===== src/rtl/tod_pkg.sv =====
package tod_pkg;
  localparam int FRAC_W = 16;

  // Whole nanoseconds and a 16-bit fraction packed as a scaled-ns quantity.
  function automatic logic [63:0] scaled_ns(input logic [31:0] whole,
                                            input logic [FRAC_W-1:0] frac);
    return (64'(whole) << FRAC_W) | 64'(frac);
  endfunction

  // Step taken in one cycle: the period, plus the drift when injected.
  function automatic logic [63:0] cycle_step(input logic [63:0] period_s,
                                             input logic [63:0] drift_s,
                                             input logic inject);
    return period_s + (inject ? drift_s : 64'd0);
  endfunction
endpackage


===== src/rtl/tod_drift_sched.sv =====
module tod_drift_sched #(
  parameter int RATE_W = 16
) (
  input  logic              clk,
  input  logic              rst,
  input  logic [RATE_W-1:0] rate,
  output logic              hit
);
  logic [RATE_W-1:0] cnt_q;
  logic              at_last;

  assign at_last = (rate != '0) && (cnt_q >= rate - 1'b1);
  assign hit     = at_last;

  always_ff @(posedge clk) begin
    if (rst)                        cnt_q <= '0;
    else if (rate == '0 || at_last) cnt_q <= '0;
    else                            cnt_q <= cnt_q + 1'b1;
  end


  drift_restart_chk: assert property (@(posedge clk) disable iff (rst)
    hit |=> (cnt_q == '0));


  drift_off_chk: assert property (@(posedge clk) disable iff (rst)
    (rate == '0) |-> !hit);
endmodule


===== src/rtl/tod_split_acc.sv =====
module tod_split_acc
  import tod_pkg::*;
#(
  parameter int SEC_W = 48,
  parameter int NSF_W = 48
) (
  input  logic                   clk,
  input  logic                   rst,
  input  logic [NSF_W-1:0]       inc,
  input  logic                   load_en,
  input  logic [SEC_W+NSF_W-1:0] load_val,
  output logic [SEC_W+NSF_W-1:0] tod_q,
  output logic                   pps_q,
  output logic                   wrap_evt
);
  localparam int SUMW = NSF_W + 1;
  localparam logic [SUMW-1:0] ONE_SEC = SUMW'(64'd1000000000 << FRAC_W);

  logic [SEC_W-1:0] sec_q;
  logic [NSF_W-1:0] ns_q;
  logic [SUMW-1:0]  ns_sum;
  logic [NSF_W-1:0] ns_less;

  assign ns_sum   = {1'b0, ns_q} + {1'b0, inc};
  assign ns_less  = ns_sum[NSF_W-1:0] - ONE_SEC[NSF_W-1:0];
  assign wrap_evt = !load_en && (ns_sum >= ONE_SEC);

  always_ff @(posedge clk) begin
    if (rst) begin
      sec_q <= '0;
      ns_q  <= '0;
      pps_q <= 1'b0;
    end else if (load_en) begin
      sec_q <= load_val[SEC_W+NSF_W-1:NSF_W];
      ns_q  <= load_val[NSF_W-1:0] + inc;
      pps_q <= 1'b0;
    end else if (wrap_evt) begin
      sec_q <= sec_q + 1'b1;
      ns_q  <= ns_less;
      pps_q <= 1'b1;
    end else begin
      ns_q  <= ns_sum[NSF_W-1:0];
      pps_q <= 1'b0;
    end
  end

  assign tod_q = {sec_q, ns_q};


  wrap_pps_chk: assert property (@(posedge clk) disable iff (rst)
    wrap_evt |=> pps_q);


  pps_carry_chk: assert property (@(posedge clk) disable iff (rst)
    pps_q |-> (sec_q == SEC_W'($past(sec_q) + 1'b1)));


  load_no_pps_chk: assert property (@(posedge clk) disable iff (rst)
    load_en |=> !pps_q);
endmodule


===== src/rtl/tod_flat_acc.sv =====
module tod_flat_acc #(
  parameter int W = 64
) (
  input  logic         clk,
  input  logic         rst,
  input  logic [W-1:0] inc,
  input  logic         load_en,
  input  logic [W-1:0] load_val,
  output logic [W-1:0] flat_q
);
  always_ff @(posedge clk) begin
    if (rst)          flat_q <= '0;
    else if (load_en) flat_q <= load_val + inc;
    else              flat_q <= flat_q + inc;
  end


  flat_advance_chk: assert property (@(posedge clk) disable iff (rst)
    !load_en |=> (flat_q == W'($past(flat_q) + $past(inc))));
endmodule


===== src/rtl/frac_tod_clock.sv =====
module frac_tod_clock
  import tod_pkg::*;
#(
  parameter int SEC_W      = 48,
  parameter int NSF_W      = 48,
  parameter int FLAT_W     = 64,
  parameter int PER_NS_W   = 8,
  parameter int DRIFT_NS_W = 8,
  parameter int RATE_W     = 16
) (
  input  logic                   clk,
  input  logic                   rst,
  input  logic [PER_NS_W-1:0]    period_ns,
  input  logic [FRAC_W-1:0]      period_fns,
  input  logic [DRIFT_NS_W-1:0]  drift_ns,
  input  logic [FRAC_W-1:0]      drift_fns,
  input  logic [RATE_W-1:0]      drift_rate,
  input  logic                   load_tod_en,
  input  logic [SEC_W+NSF_W-1:0] load_tod_val,
  input  logic                   load_flat_en,
  input  logic [FLAT_W-1:0]      load_flat_val,
  output logic [SEC_W+NSF_W-1:0] tod_out,
  output logic [FLAT_W-1:0]      flat_out,
  output logic                   step_out,
  output logic                   pps_out
);
  logic              drift_hit;
  logic              wrap_evt;
  logic              any_load;
  logic              step_q;
  logic [FLAT_W-1:0] step_inc;

  assign step_inc = FLAT_W'(cycle_step(scaled_ns(32'(period_ns), period_fns),
                                       scaled_ns(32'(drift_ns), drift_fns),
                                       drift_hit));
  assign any_load = load_tod_en || load_flat_en;

  tod_drift_sched #(.RATE_W(RATE_W)) u_sched (
    .clk  (clk),
    .rst  (rst),
    .rate (drift_rate),
    .hit  (drift_hit)
  );

  tod_split_acc #(.SEC_W(SEC_W), .NSF_W(NSF_W)) u_split (
    .clk      (clk),
    .rst      (rst),
    .inc      (step_inc[NSF_W-1:0]),
    .load_en  (load_tod_en),
    .load_val (load_tod_val),
    .tod_q    (tod_out),
    .pps_q    (pps_out),
    .wrap_evt (wrap_evt)
  );

  tod_flat_acc #(.W(FLAT_W)) u_flat (
    .clk      (clk),
    .rst      (rst),
    .inc      (step_inc),
    .load_en  (load_flat_en),
    .load_val (load_flat_val),
    .flat_q   (flat_out)
  );

  always_ff @(posedge clk) begin
    if (rst) step_q <= 1'b0;
    else     step_q <= any_load;
  end
  assign step_out = step_q;


  load_step_chk: assert property (@(posedge clk) disable iff (rst)
    any_load |=> step_out);


  quiet_step_chk: assert property (@(posedge clk) disable iff (rst)
    !any_load |=> !step_out);


  pps_single_chk: assert property (@(posedge clk) disable iff (rst)
    pps_out |=> !pps_out || $past(wrap_evt));
endmodule


===== config.mk =====
export PLATFORM = sky130hd
export DESIGN_NAME = frac_tod_clock
export DESIGN_NICKNAME = d
export VERILOG_FILES = /design/src/rtl/tod_pkg.sv /design/src/rtl/tod_drift_sched.sv /design/src/rtl/tod_split_acc.sv /design/src/rtl/tod_flat_acc.sv /design/src/rtl/frac_tod_clock.sv
export SDC_FILE = /design/constraint.sdc
export NUM_CORES = 1
export LEC_CHECK = 0
export ABC_AREA = 1
export BUFFER_PORTS_ARGS = -buffer_cell sky130_fd_sc_hd__buf_4
export CORE_ASPECT_RATIO = 2
export CORE_MARGIN = 4
export CORE_UTILIZATION = 40
export CTS_BUF_LIST = sky130_fd_sc_hd__clkbuf_4 sky130_fd_sc_hd__clkbuf_8
export DETAILED_ROUTE_END_ITERATION = 10
export PLACE_DENSITY = 0.69
export SLEW_MARGIN = 40
export SYNTH_ARGS = -nofsm -noshare
export SYNTH_HDL_FRONTEND = slang
export SYNTH_SLANG_ARGS = --single-unit

===== constraint.sdc =====
create_clock -name clk -period 12.3 [get_ports clk]
set_input_delay 1.23 -clock clk [delete_from_list [all_inputs] [get_ports clk]]
set_output_delay 1.23 -clock clk [all_outputs]
set_load 0.05 [all_outputs]

# Word level (Yosys, flattened, before mapping)
# Cells that the tools add are included.
# totals
reg_bits	178
input_bits	228
output_inout_bits	162
wordCells	36
# op_classes
addsub	9
magnitude_cmp	2
n_mux	7
bitwise_logic	2
reduce_logical	10
# ops
cell	n
48-bit two-way mux	4
64-bit by 25-bit adder with 64-bit output	2
64-bit two-way mux	1
48-bit by 25-bit adder with 49-bit output	1
49-bit by 46-bit greater-or-equal comparator with 1-bit output, second input constant	1
48-bit by 1-bit adder with 48-bit output, second input constant	1
48-bit by 25-bit adder with 48-bit output	1
24-bit by 16-bit OR with 24-bit output	2
48-bit by 46-bit subtractor with 48-bit output, second input constant	1
24-bit by 24-bit adder with 25-bit output	1
24-bit two-way mux	1
16-bit by 1-bit adder with 16-bit output, second input constant	1
16-bit greater-or-equal comparator	1
16-bit logical NOT	1
16-bit nonzero test	1
16-bit by 1-bit subtractor with 16-bit output, second input constant	1
2-bit OR reduction	2
1-bit logical AND	2
1-bit logical OR	2
2-bit nonzero test	1
1-bit logical NOT	1
1-bit two-way mux	1

# Logic depth before layout (Yosys ltp)
# logic_depth
depth_word	10
ltp_mapped	60
ltp_nobuf	58

# Cells and area by module
# Synthesis repeated with hierarchy kept, for this count alone.
# hier_totals
hier_cells	4588
area_unflattened_um2	25162.9
# modules_own_cells
module	instances	cells_per_inst	area_each_um2	seq_area_each_um2
tod_split_acc	1	2447	13419.1	1941.9
tod_flat_acc	1	1499	8256.7	1281.2
frac_tod_clock	1	419	1983.2	20.0
tod_drift_sched	1	223	1503.9	320.3

# Worst setup path after synthesis
# Ideal clock, no wire load.
# synth_timing
path_type	in2reg
startpoint	in drift_rate[1]
endpoint	reg u_split.ns_q[41]
setup_time_ps	111
arrival_ps	8896
required_time_ps	12189
slack_ps	3293
stages	57
n_path_buf	3
path_cell_list	nor2_1 > nand2_1 > nor3_1 > nand2_1 > or3_1 > nor3_1 > nand3_1 > xnor2_1 > inv_1 > ha_1 > nand4_1 > nor3_1 > nand2_1 > o2111ai_1 > nand2_1 > clkbuf_1 > nor2_1 > ha_1 > [21 not listed] > nand3_4 > nand2_1 > nand2_1 > inv_1 > ha_1 > inv_1 > nand2_1 > nand2_1 > o21bai_1 > nand2_1 > nand3_2 > nand3_4 > buf_8 > buf_12 > nand3_1 > nand2_1 > nor2_1 > nor2_1
# synth_between
elab_chain_cells	10
elab_cells_between_ends	13
classes_between	add/sub (5); order compare (2); mux (3); reduce/logical (3)
# synth_lines
item	line_no	rtl
start: declaration	frac_tod_clock.sv:17	input logic [RATE_W-1:0] drift_rate,
16-bit by 1-bit subtractor with 16-bit output	tod_drift_sched.sv:12	assign at_last = (rate != '0) && (cnt_q >= rate - 1'b1);
16-bit greater-or-equal comparator	tod_drift_sched.sv:12	
1-bit logical AND (*)	tod_drift_sched.sv:12	
24-bit two-way mux (*)	tod_pkg.sv:14	return period_s + (inject ? drift_s : 64'd0);
24-bit by 24-bit adder with 25-bit output (*)	tod_pkg.sv:14	
48-bit by 25-bit adder with 49-bit output	tod_split_acc.sv:24	assign ns_sum = {1'b0, ns_q} + {1'b0, inc};
49-bit by 46-bit greater-or-equal comparator with 1-bit output	tod_split_acc.sv:26	assign wrap_evt = !load_en && (ns_sum >= ONE_SEC);
1-bit logical AND	tod_split_acc.sv:26	
48-bit two-way mux	tod_split_acc.sv:37	end else if (wrap_evt) begin
48-bit two-way mux (*)	tod_split_acc.sv:33	end else if (load_en) begin
end signal: assignment	tod_split_acc.sv:35	ns_q <= load_val[NSF_W-1:0] + inc;
end signal: assignment	tod_split_acc.sv:39	ns_q <= ns_less;
end signal: assignment	tod_split_acc.sv:42	ns_q <= ns_sum[NSF_W-1:0];
end: declaration	tod_split_acc.sv:20	logic [NSF_W-1:0] ns_q;
# Every way passes the cells marked *; elsewhere a longest branch is shown, timed or not.
# A chain may end at the register's enable or synchronous reset.

# Final worst setup path
# layout_timing
startpoint	in drift_rate[0]
endpoint	reg u_split.sec_q[6]
# layout_between
elab_chain_cells	9
elab_cells_between_ends	10
classes_between	add/sub (3); order compare (2); mux (1); reduce/logical (4)
# layout_lines
item	line_no	rtl
16-bit by 1-bit subtractor with 16-bit output	tod_drift_sched.sv:12	
16-bit greater-or-equal comparator	tod_drift_sched.sv:12	
1-bit logical AND (*)	tod_drift_sched.sv:12	
24-bit two-way mux (*)	tod_pkg.sv:14	
24-bit by 24-bit adder with 25-bit output (*)	tod_pkg.sv:14	
48-bit by 25-bit adder with 49-bit output (*)	tod_split_acc.sv:24	
49-bit by 46-bit greater-or-equal comparator with 1-bit output (*)	tod_split_acc.sv:26	
1-bit logical AND (*)	tod_split_acc.sv:26	
2-bit nonzero test (no source line) (*)	n/a	
end signal: assignment	tod_split_acc.sv:34	sec_q <= load_val[SEC_W+NSF_W-1:NSF_W];
end signal: assignment	tod_split_acc.sv:38	sec_q <= sec_q + 1'b1;
end: declaration	tod_split_acc.sv:19	logic [SEC_W-1:0] sec_q;
# Marks and branches as above.

==> results.ini <==
[timing]
fmax_mhz=90.4
skew_ps=21.1
min_period_ps=11060
grt_setup_unrepaired=false
period_share=0.899
slew_viol_final=0
slew_headroom=0.493
fin_tns_setup_ps=0
hold_violations=0
tightest_slew_ps=761
setup_viol=0

[logic_synthesis]
synth_edf_count=0
ys_ff_latch=178
yosysWarnings=0
ys_seq_area_frac=0.198
synth_async_sr_flop_share=0
synth_top_family_by_area=simple AND/OR/NAND/NOR gates
synth_area_per_cell_um2=5.95
synth_xor_area_frac=0.0677
synthesis.nets=3372
synthDistinctLibCells=59
yosys.area_share.simple=0.376
postSynthCellCount=3021
synth-adder-area-share=0.0872
synth_compound_area_frac=0.147
synth_ff_type=dfxtp_1
synth.area.mux_share=0.0150
syn-cell-area_um2=18000

[clock_tree]
cts_max_path_buffers=2
cts_setup_buffers=0
hold_buffers=0
clk_pin_slew_ps=120
cts_buffers=17
cts-root-buf=clkbuf_8
cts_tree=yes
htreeDepth=4
cts_sinks=178
cts_resized=0
clk_latency_ps=520

[setup_path]
crit_required_ps=12730
cp-end-kind=flip-flop
cp_num_cells=51
path_buf_inv=8
critPathLaunchType=input pin
cp_common_cell=nand2_1
crit_type=in2reg
cp_max_fo=42
worstRegToRegCells=43
cp.arrival_ps=11490
crit_path_top_delay_cell=inv_2
cpLargestDelayFamily=simple AND/OR/NAND/NOR gates
critPathMaxStageDelay_ps=530

[finish]
nFillCells=4787
area.growth.synth_to_final_pct=21.3
regArea_um2=3560
drive_above_1_share=0.153
finalNonFillerCells=3949
layout.nets=3730
post-route-util=0.492
multi_input_area_um2=12500
fin_area_um2=21800

[placement]
gp_congestion=1.02
place_hpwl_um=62800
io_buffers=389
dpl_cell_area_um2=21400
dpl.cell_count=3915

[route]
vias=21021
wire_per_inst_um=19.0
finalWirelength_um=74900
antenna_left=0
first_pass_iters=7
dr.first_iter.drc_count=1054
viasPerCell=5.32
route.detailed.drc=0

[hold_path]
worst_hold_path_type=reg2reg
holdPathStages=1

[floorplanning]
start_util=0.406
dieWidth_um=158
coreArea_um2=44300
num_rows=109
io_pins=390
dieArea_um2=48600
die_h_um=308

[power]
vdd_drop_max_v=0.0000744
power_density_nw_per_um2=98.5
p_leak_nw=10.8

[global_route]
gr-total-overflow=0
grt_max_degree=55
grt_usage=0.297
grt_pass1_vias=20971
grt_pass1_wl_um=112000
antenna_found_initial=2

[run]
maxCapViolCount=0

[status]
status=complete, no violations

metal layers:
layer	vias to the layer above	wire length [um]	track usage
li1	10540	-	-
met1	9510	24100	0.271
met2	702	39500	0.563
met3	269	4130	0.0536
met4	0	7150	0.229
met5	-	0	0
power breakdown:
part	leakage (nW)	switching, W	internal [W]	total (W)
clock	0.214	0.000292	0.000161	0.000453
sequential	1.47	0.0000623	0.000631	0.000693
combinational	9.12	0.000683	0.000320	0.00100
through the flow:
stage               total power, W  hold WS (ps)  setup slack [ps]
CTS                        0.00216           495              1280
global route               0.00228           530               233
detailed placement         0.00170           465               750
global placement           0.00170           453              1020
finish                     0.00215           486              1240
floorplan                  0.00136           430              3290
cell usage after synthesis (all sizes together), types with 4 or more instances:
master | number | area, um2
nand2 | 891 | 3400
inv | 443 | 1660
nor2 | 323 | 1280
a21oi | 217 | 1100
dfxtp | 178 | 3560
nand3 | 163 | 876
o21ai | 131 | 656
ha | 119 | 1490
xor2 | 89 | 780
nor3 | 75 | 400
a31oi | 60 | 375
xnor2 | 50 | 438
nand4 | 48 | 300
clkbuf | 39 | 146
mux2i | 27 | 270
nor4 | 26 | 169
o21a | 23 | 173
buf | 19 | 140
or2 | 19 | 119
nand3b | 13 | 101
o21bai | 10 | 75.1
nor3b | 8 | 60.1
a211oi | 7 | 52.6
a21boi | 6 | 45.0
and2 | 6 | 37.5
o211ai | 5 | 37.5
a21o | 4 | 30.0
fa | 4 | 80.1
layout by cell type (no fill, tap or decap), types with 12 or more instances in the layout:
master	Yosys	layout
clkbuf_8	0	17
nor3_1	70	70
o21ai_0	124	124
or2_2	17	17
ha_1	119	119
nor4_1	25	25
inv_1	426	425
inv_2	17	19
a31oi_1	60	60
xor2_1	89	89
o21a_1	23	23
mux2i_1	27	27
buf_4	6	397
nand2_1	869	869
a21oi_1	214	214
nand3b_1	12	12
nand2_2	21	21
xnor2_1	50	50
nand4_1	48	48
dfxtp_1	178	178
nor2_1	309	309
nand3_1	154	154
cell type report:
| cell class | instances | share of cell area |
|---|---|---|
| clock inverter | 15 | 0.00912 |
| multi-input combinational | 2339 | 0.571 |
| clock buffer | 17 | 0.0107 |
| inverter | 446 | 0.0767 |
| timing repair buffer | 397 | 0.137 |
| tap | 555 | 0.0318 |
| sequential | 178 | 0.163 |
| antenna | 2 | 0.000229 |
cell families (layout without fill, tap and decap cells):
family                   count (synthesis)  count (layout)
buffers and inverters                  504             875
AO/OA/AOI/OAI                          475             475
AND/OR/NAND/NOR                       1575            1575
adder cells (fa/ha/maj)                123             123
XOR/XNOR                               139             139
flip-flops                             178             178
multiplexers                            27              27
other                                    0               2
path summary, 6_finish.rpt:
check | startpoint | end | slack, ps
setup / recovery | drift_rate[0] | u_split.sec_q[6]$_SDFFE_PP0P_ | 1240
hold / removal | u_sched.cnt_q[0]$_SDFF_PP0_ | u_sched.cnt_q[0]$_SDFF_PP0_ | 490
setup reg to reg | u_sched.cnt_q[1]$_SDFF_PP0_ | u_split.sec_q[6]$_SDFFE_PP0P_ | 3060
hold reg to reg | u_sched.cnt_q[0]$_SDFF_PP0_ | u_sched.cnt_q[0]$_SDFF_PP0_ | 490
flip-flops by register name, summed over array words and instances, names as in the netlist:
signal / count
u_split.pps_q: 1
u_flat.flat_q: 64
step_out: 1
u_split.ns_q: 48
u_sched.cnt_q: 16
u_split.sec_q: 48
No activity file was read; power rests on OpenSTA's default activity.
